`src/rtl/frame_slip_dpll.sv`:
```
`timescale 1ns/1ps
module frame_slip_dpll #(
  parameter int DIV       = 16,
  parameter int FRAME_LEN = 4096,
  parameter int ACC_W     = 10,
  parameter int FREQ_LIM  = 838,
  parameter int LOCK_N    = 16,
  parameter int LOCK_WIN  = 2,
  localparam int FW       = $clog2(FREQ_LIM + 1) + 1
) (
  input  logic                 clk,
  input  logic                 rst,
  input  logic                 ref_mark,
  output logic                 rec_en,
  output logic signed [FW-1:0] freq_word,
  output logic                 locked
);
  localparam int CNT_W = $clog2(FRAME_LEN + 1);
  localparam int EW    = CNT_W + 1;
  localparam int DIV_W = $clog2(DIV);
  localparam int LK_W  = $clog2(LOCK_N);
  localparam logic signed [FW-1:0] F_MAX = FW'(FREQ_LIM);
  localparam logic signed [FW-1:0] F_MIN = -FW'(FREQ_LIM);
  localparam logic signed [EW-1:0] WIN   = EW'(LOCK_WIN);

  typedef enum logic [1:0] {MODE_NORM, MODE_SKIP, MODE_INS} mode_t;

  logic [CNT_W-1:0]       pos_q;
  mode_t                  mode_q;
  logic [ACC_W-1:0]       acc_q;
  logic [LK_W-1:0]        good_q;
  logic [CNT_W-1:0]       last_pos;
  logic                   frame_end;
  logic signed [EW-1:0]   perr;
  logic                   in_win;
  logic [FW-1:0]          mag;
  logic [ACC_W:0]         sum;

  assign last_pos  = (mode_q == MODE_SKIP) ? CNT_W'(FRAME_LEN - 2) :
                     (mode_q == MODE_INS)  ? CNT_W'(FRAME_LEN)     :
                                             CNT_W'(FRAME_LEN - 1);
  assign frame_end = (pos_q == last_pos);
  assign rec_en    = frame_end ||
                     ((pos_q[DIV_W-1:0] == DIV_W'(DIV - 1)) &&
                      (pos_q < CNT_W'(FRAME_LEN - DIV)));

  assign perr   = (pos_q < CNT_W'(FRAME_LEN / 2)) ? $signed({1'b0, pos_q})
                : $signed({1'b0, pos_q}) - $signed(EW'(FRAME_LEN));
  assign in_win = (perr <= WIN) && (perr >= -WIN);

  assign mag = freq_word[FW-1] ? FW'(-freq_word) : FW'(freq_word);
  assign sum = {1'b0, acc_q} + (ACC_W + 1)'(mag);

  always_ff @(posedge clk or posedge rst) begin
    if (rst) begin
      pos_q  <= '0;
      mode_q <= MODE_NORM;
      acc_q  <= '0;
    end else if (frame_end) begin
      pos_q  <= '0;
      acc_q  <= sum[ACC_W-1:0];
      mode_q <= !sum[ACC_W] ? MODE_NORM : (freq_word[FW-1] ? MODE_INS : MODE_SKIP);
    end else begin
      pos_q  <= pos_q + CNT_W'(1);
    end
  end

  always_ff @(posedge clk or posedge rst) begin
    if (rst)
      freq_word <= '0;
    else if (ref_mark && perr[EW-1] && freq_word != F_MAX)
      freq_word <= freq_word + FW'(1);
    else if (ref_mark && !perr[EW-1] && perr != '0 && freq_word != F_MIN)
      freq_word <= freq_word - FW'(1);
  end

  always_ff @(posedge clk or posedge rst) begin
    if (rst) begin
      good_q <= '0;
      locked <= 1'b0;
    end else if (ref_mark) begin
      if (!in_win) begin
        good_q <= '0;
        locked <= 1'b0;
      end else if (good_q == LK_W'(LOCK_N - 1)) begin
        locked <= 1'b1;
      end else begin
        good_q <= good_q + LK_W'(1);
      end
    end
  end


  freq_range_chk: assert property (@(posedge clk) disable iff (rst)
    (freq_word <= F_MAX) && (freq_word >= F_MIN));


  freq_hold_chk: assert property (@(posedge clk) disable iff (rst)
    !ref_mark |=> $stable(freq_word));


  enable_gap_chk: assert property (@(posedge clk) disable iff (rst)
    rec_en |=> !rec_en);


  zero_word_chk: assert property (@(posedge clk) disable iff (rst)
    (frame_end && freq_word == '0) |=> (mode_q == MODE_NORM));


  lock_hold_chk: assert property (@(posedge clk) disable iff (rst)
    !ref_mark |=> $stable(locked));


  lock_drop_chk: assert property (@(posedge clk) disable iff (rst)
    (ref_mark && !in_win) |=> !locked);
endmodule

```
`config.mk`:
```
export PLATFORM = sky130hd
export DESIGN_NAME = frame_slip_dpll
export DESIGN_NICKNAME = d
export VERILOG_FILES = /design/src/rtl/frame_slip_dpll.sv
export SDC_FILE = /design/constraint.sdc
export NUM_CORES = 1
export LEC_CHECK = 0
export ABC_AREA = 0
export ABC_CLOCK_PERIOD_IN_PS = 7600
export BUFFER_PORTS_ARGS = -buffer_cell sky130_fd_sc_hd__buf_2
export CORE_ASPECT_RATIO = 0.9
export CORE_MARGIN = 1
export CORE_UTILIZATION = 45
export DETAILED_ROUTE_END_ITERATION = 10
export PLACE_DENSITY = 0.65
export SYNTH_ARGS = -nofsm -noshare
export SYNTH_HDL_FRONTEND = slang
export SYNTH_SLANG_ARGS = --single-unit
```
`constraint.sdc`:
```
create_clock -name clk -period 7.6 [get_ports clk]
set_clock_uncertainty 0.2 [all_clocks]
set_input_delay 1.14 -clock clk [delete_from_list [all_inputs] [get_ports clk]]
set_output_delay 1.14 -clock clk [all_outputs]
set_load 0.05 [all_outputs]
```
==> metrics.md <==
| Metric | Value |
|---|---|
| CP Class | `flip-flop to flip-flop` |
| RSZ-0062 raised after global routing | `false` |
| Router iterations before antenna repair | `4` |
| Starting Density | `47.0%` |
| Net Count, Synth | `354` |
| Pwr dens | `354 nW/um^2` |
| Worst hold path type | `flip-flop to flip-flop` |
| P_leak | `1.42 nW` |
| # Post-CTS Setup Buffers | `0` |
| Core ar. | `6150 um^2` |
| Commonest non-fill, non-tap cells in the layout | `dfrtp_1, nand2_1, nor2_1` |
| CTS Hold Buffers Added | `0` |
| Maximum clock insertion buffer count | `2` |
| Die width | `86.4 um` |
| First-pass GRT wire length | `9920 um` |
| Final wirelength | `5640 um` |
| PostCTS Resize Cnt | `0` |
| Worst Path Required | `7.58 ns` |
| Commonest non-fill, non-tap cell in the layout | `dfrtp_1` |
| Seq cells post-synth | `41` |
| Ant. Diodes | `0` |
| Initial antenna violation count | `0` |
| Vias/cell | `5.37` |
| Tot Pwr | `1.11 mW` |
| PortBufs | `15` |
| Area delta synth->final | `8.97%` |
| Synth Flop Type | `dfrtp_1` |
| Placed cells | `417` |
| Clk Latency, worst-skew pair | `0.30 ns` |
| # setup viols final | `0` |
| Die ar. | `6740 um^2` |
| Largest net degree at the start of global routing | `42` |
| CP max FO | `12` |
| Cells after Synth | `322` |
| Drt drc | `0` |
| Wire per inst | `13.3 um` |
| Vias | `2282` |
| Worst slew pin tran | `0.966 ns` |
| Synthesized area | `2890 um^2` |
| Post-route insts no fill | `425` |
| Avg Cell Area, Syn | `8.97 um^2` |
| CP startpoint kind | `flip-flop` |
| Post-route ant nets | `0` |
| Vias in the first global route | `2125` |
| Post-synth EDFFs | `0` |
| Distinct cells, synth | `50` |
| Max IR drop VDD | `0.000245 V` |
| Layout cell share with drive strength beyond 1 | `8.28%` |
| Setup crit end kind | `flip-flop` |
| Total track usage | `18.7%` |
| Hpwl dp | `4120 um` |
| Die height | `78.0 um` |
| Worst-path clk slew | `0.08 ns` |
| Tmin final | `3.84 ns` |
| Post-layout util | `51.2%` |
| Final period util | `50.5%` |
| I/O Pins | `16` |
| # nets final | `369` |
| Sequential fraction of the synthesis area | `35.5%` |
| Total gr overflow | `0` |
| Final Hold Viols | `0` |
| Max Transition Viols Final | `0` |
| DR iter-0 viols | `104` |
| H-tree lvl count | `2` |
| Outcome | `finished, final reports clean` |
| Rows | `27` |
| Ys async rst share | `100%` |
| Ys Warns | `0` |
| Smallest hold slack | `0.276 ns` |
| CTS tree | `built` |
| Setup TNS | `0 ns` |
| Fmax | `260 MHz` |
| Sink Count | `41` |
| WP data arrival | `3.82 ns` |
| TritonCTS buffer count | `5` |
| Slew HR | `35.3%` |
| Max-cap violations | `0` |
| Routability Congestion | `0.824` |
| Buffer type at the clock tree root | `clkbuf_8` |
==> sequential cells by signal, indices dropped and copies added, names as in the netlist <==
signal,cells
mode_q,2
pos_q,13
acc_q,10
locked,1
freq_word,11
good_q,4
==> layout make-up <==
type,instances,area (um^2)
Multi-Input combinational cell,260,1760
Fill cell,604,3000
Tap cell,87,109
Timing Repair Buffer,16,82.6
Sequential cell,41,1030
Clock inverter,1,30.0
Clock buffer,7,86.3
Inverter,13,48.8
==> where the power goes <==
part	switching, mW	internal (mW)	leakage (nW)	total, mW
clock network	0.0781	0.107	0.0585	0.185
logic	0.370	0.242	0.829	0.611
registers	0.0685	0.248	0.536	0.316
total	0.516	0.596	1.42	1.11
==> cells by family (layout without fill, tap and decap cells) <==
group	Yosys count	count (layout)	share of synthesized area, %
and+or+nand+nor	113	113	18.3
AOI/OAI and AO/OA	79	79	17.7
DFF	41	41	35.5
xor gates and xnor gates	37	37	11.2
adders and majority gates	29	29	13.1
buffers and inverters	21	37	3.38
muxes	2	2	0.737
==> synth_stat cells (all sizes together), types with 3 or more instances <==
cell    count  area (um^2)
dfrtp      41         1030
nand2      35          131
nor2       33          124
o21ai      31          155
ha         27          338
xnor2      20          175
a21oi      17         85.1
xor2       17          149
nand3      16         80.1
inv        13         48.8
buf         6         41.3
nand2b      5         31.3
nor3        4         20.0
o21a        4         30.0
o31ai       4         35.0
a21o        3         22.5
nand4       3         18.8
nor2b       3         18.8
o21bai      3         22.5
or3         3         18.8
==> worst max-delay path, cell delays in order, from the launching register on <==
cell      delay, ns
dfrtp_1        0.45
inv_1          0.17
ha_1           0.18
and4b_1        0.18
nand4_1        0.09
o211ai_1       0.78
ha_1           0.41
nor2b_1        0.16
o31a_1         0.27
o31ai_1        0.34
o21ai_0        0.17
mux2i_1        0.15
xnor2_1        0.18
==> layer usage <==
layer,global-route usage [%],vias up,part of all wire [%]
met5,0,-,0
met4,5.00,0,0.98
met3,3.83,4,3.3
met2,27.8,26,45
met1,27.4,1080,51
li1,-,1172,-
==> final timing paths <==
check	slack, ns	start	end	cells past startpoint
max	3.76	freq_word[0]	freq_word[10]	12
min	0.28	acc_q[0]	acc_q[0]	2
max reg2reg	3.76	freq_word[0]	freq_word[10]	12
min reg2reg	0.28	acc_q[0]	acc_q[0]	2
max in group asynchronous	6.08	rst	acc_q[5]	3
min in group asynchronous	0.76	rst	pos_q[9]	3
==> through the flow <==
| stage | setup WS (ns) | instance area (um^2) |
|---|---|---|
| 2_1_floorplan | 3.92 | 2890 |
| 3_3_place_gp | 3.84 | 3030 |
| 3_5_place_dp | 3.75 | 3030 |
| 4_1_cts | 3.75 | 3150 |
| 5_1_grt | 3.50 | 3150 |
| 6_report | 3.76 | 3150 |
Power figures use the tool's default switching activity.
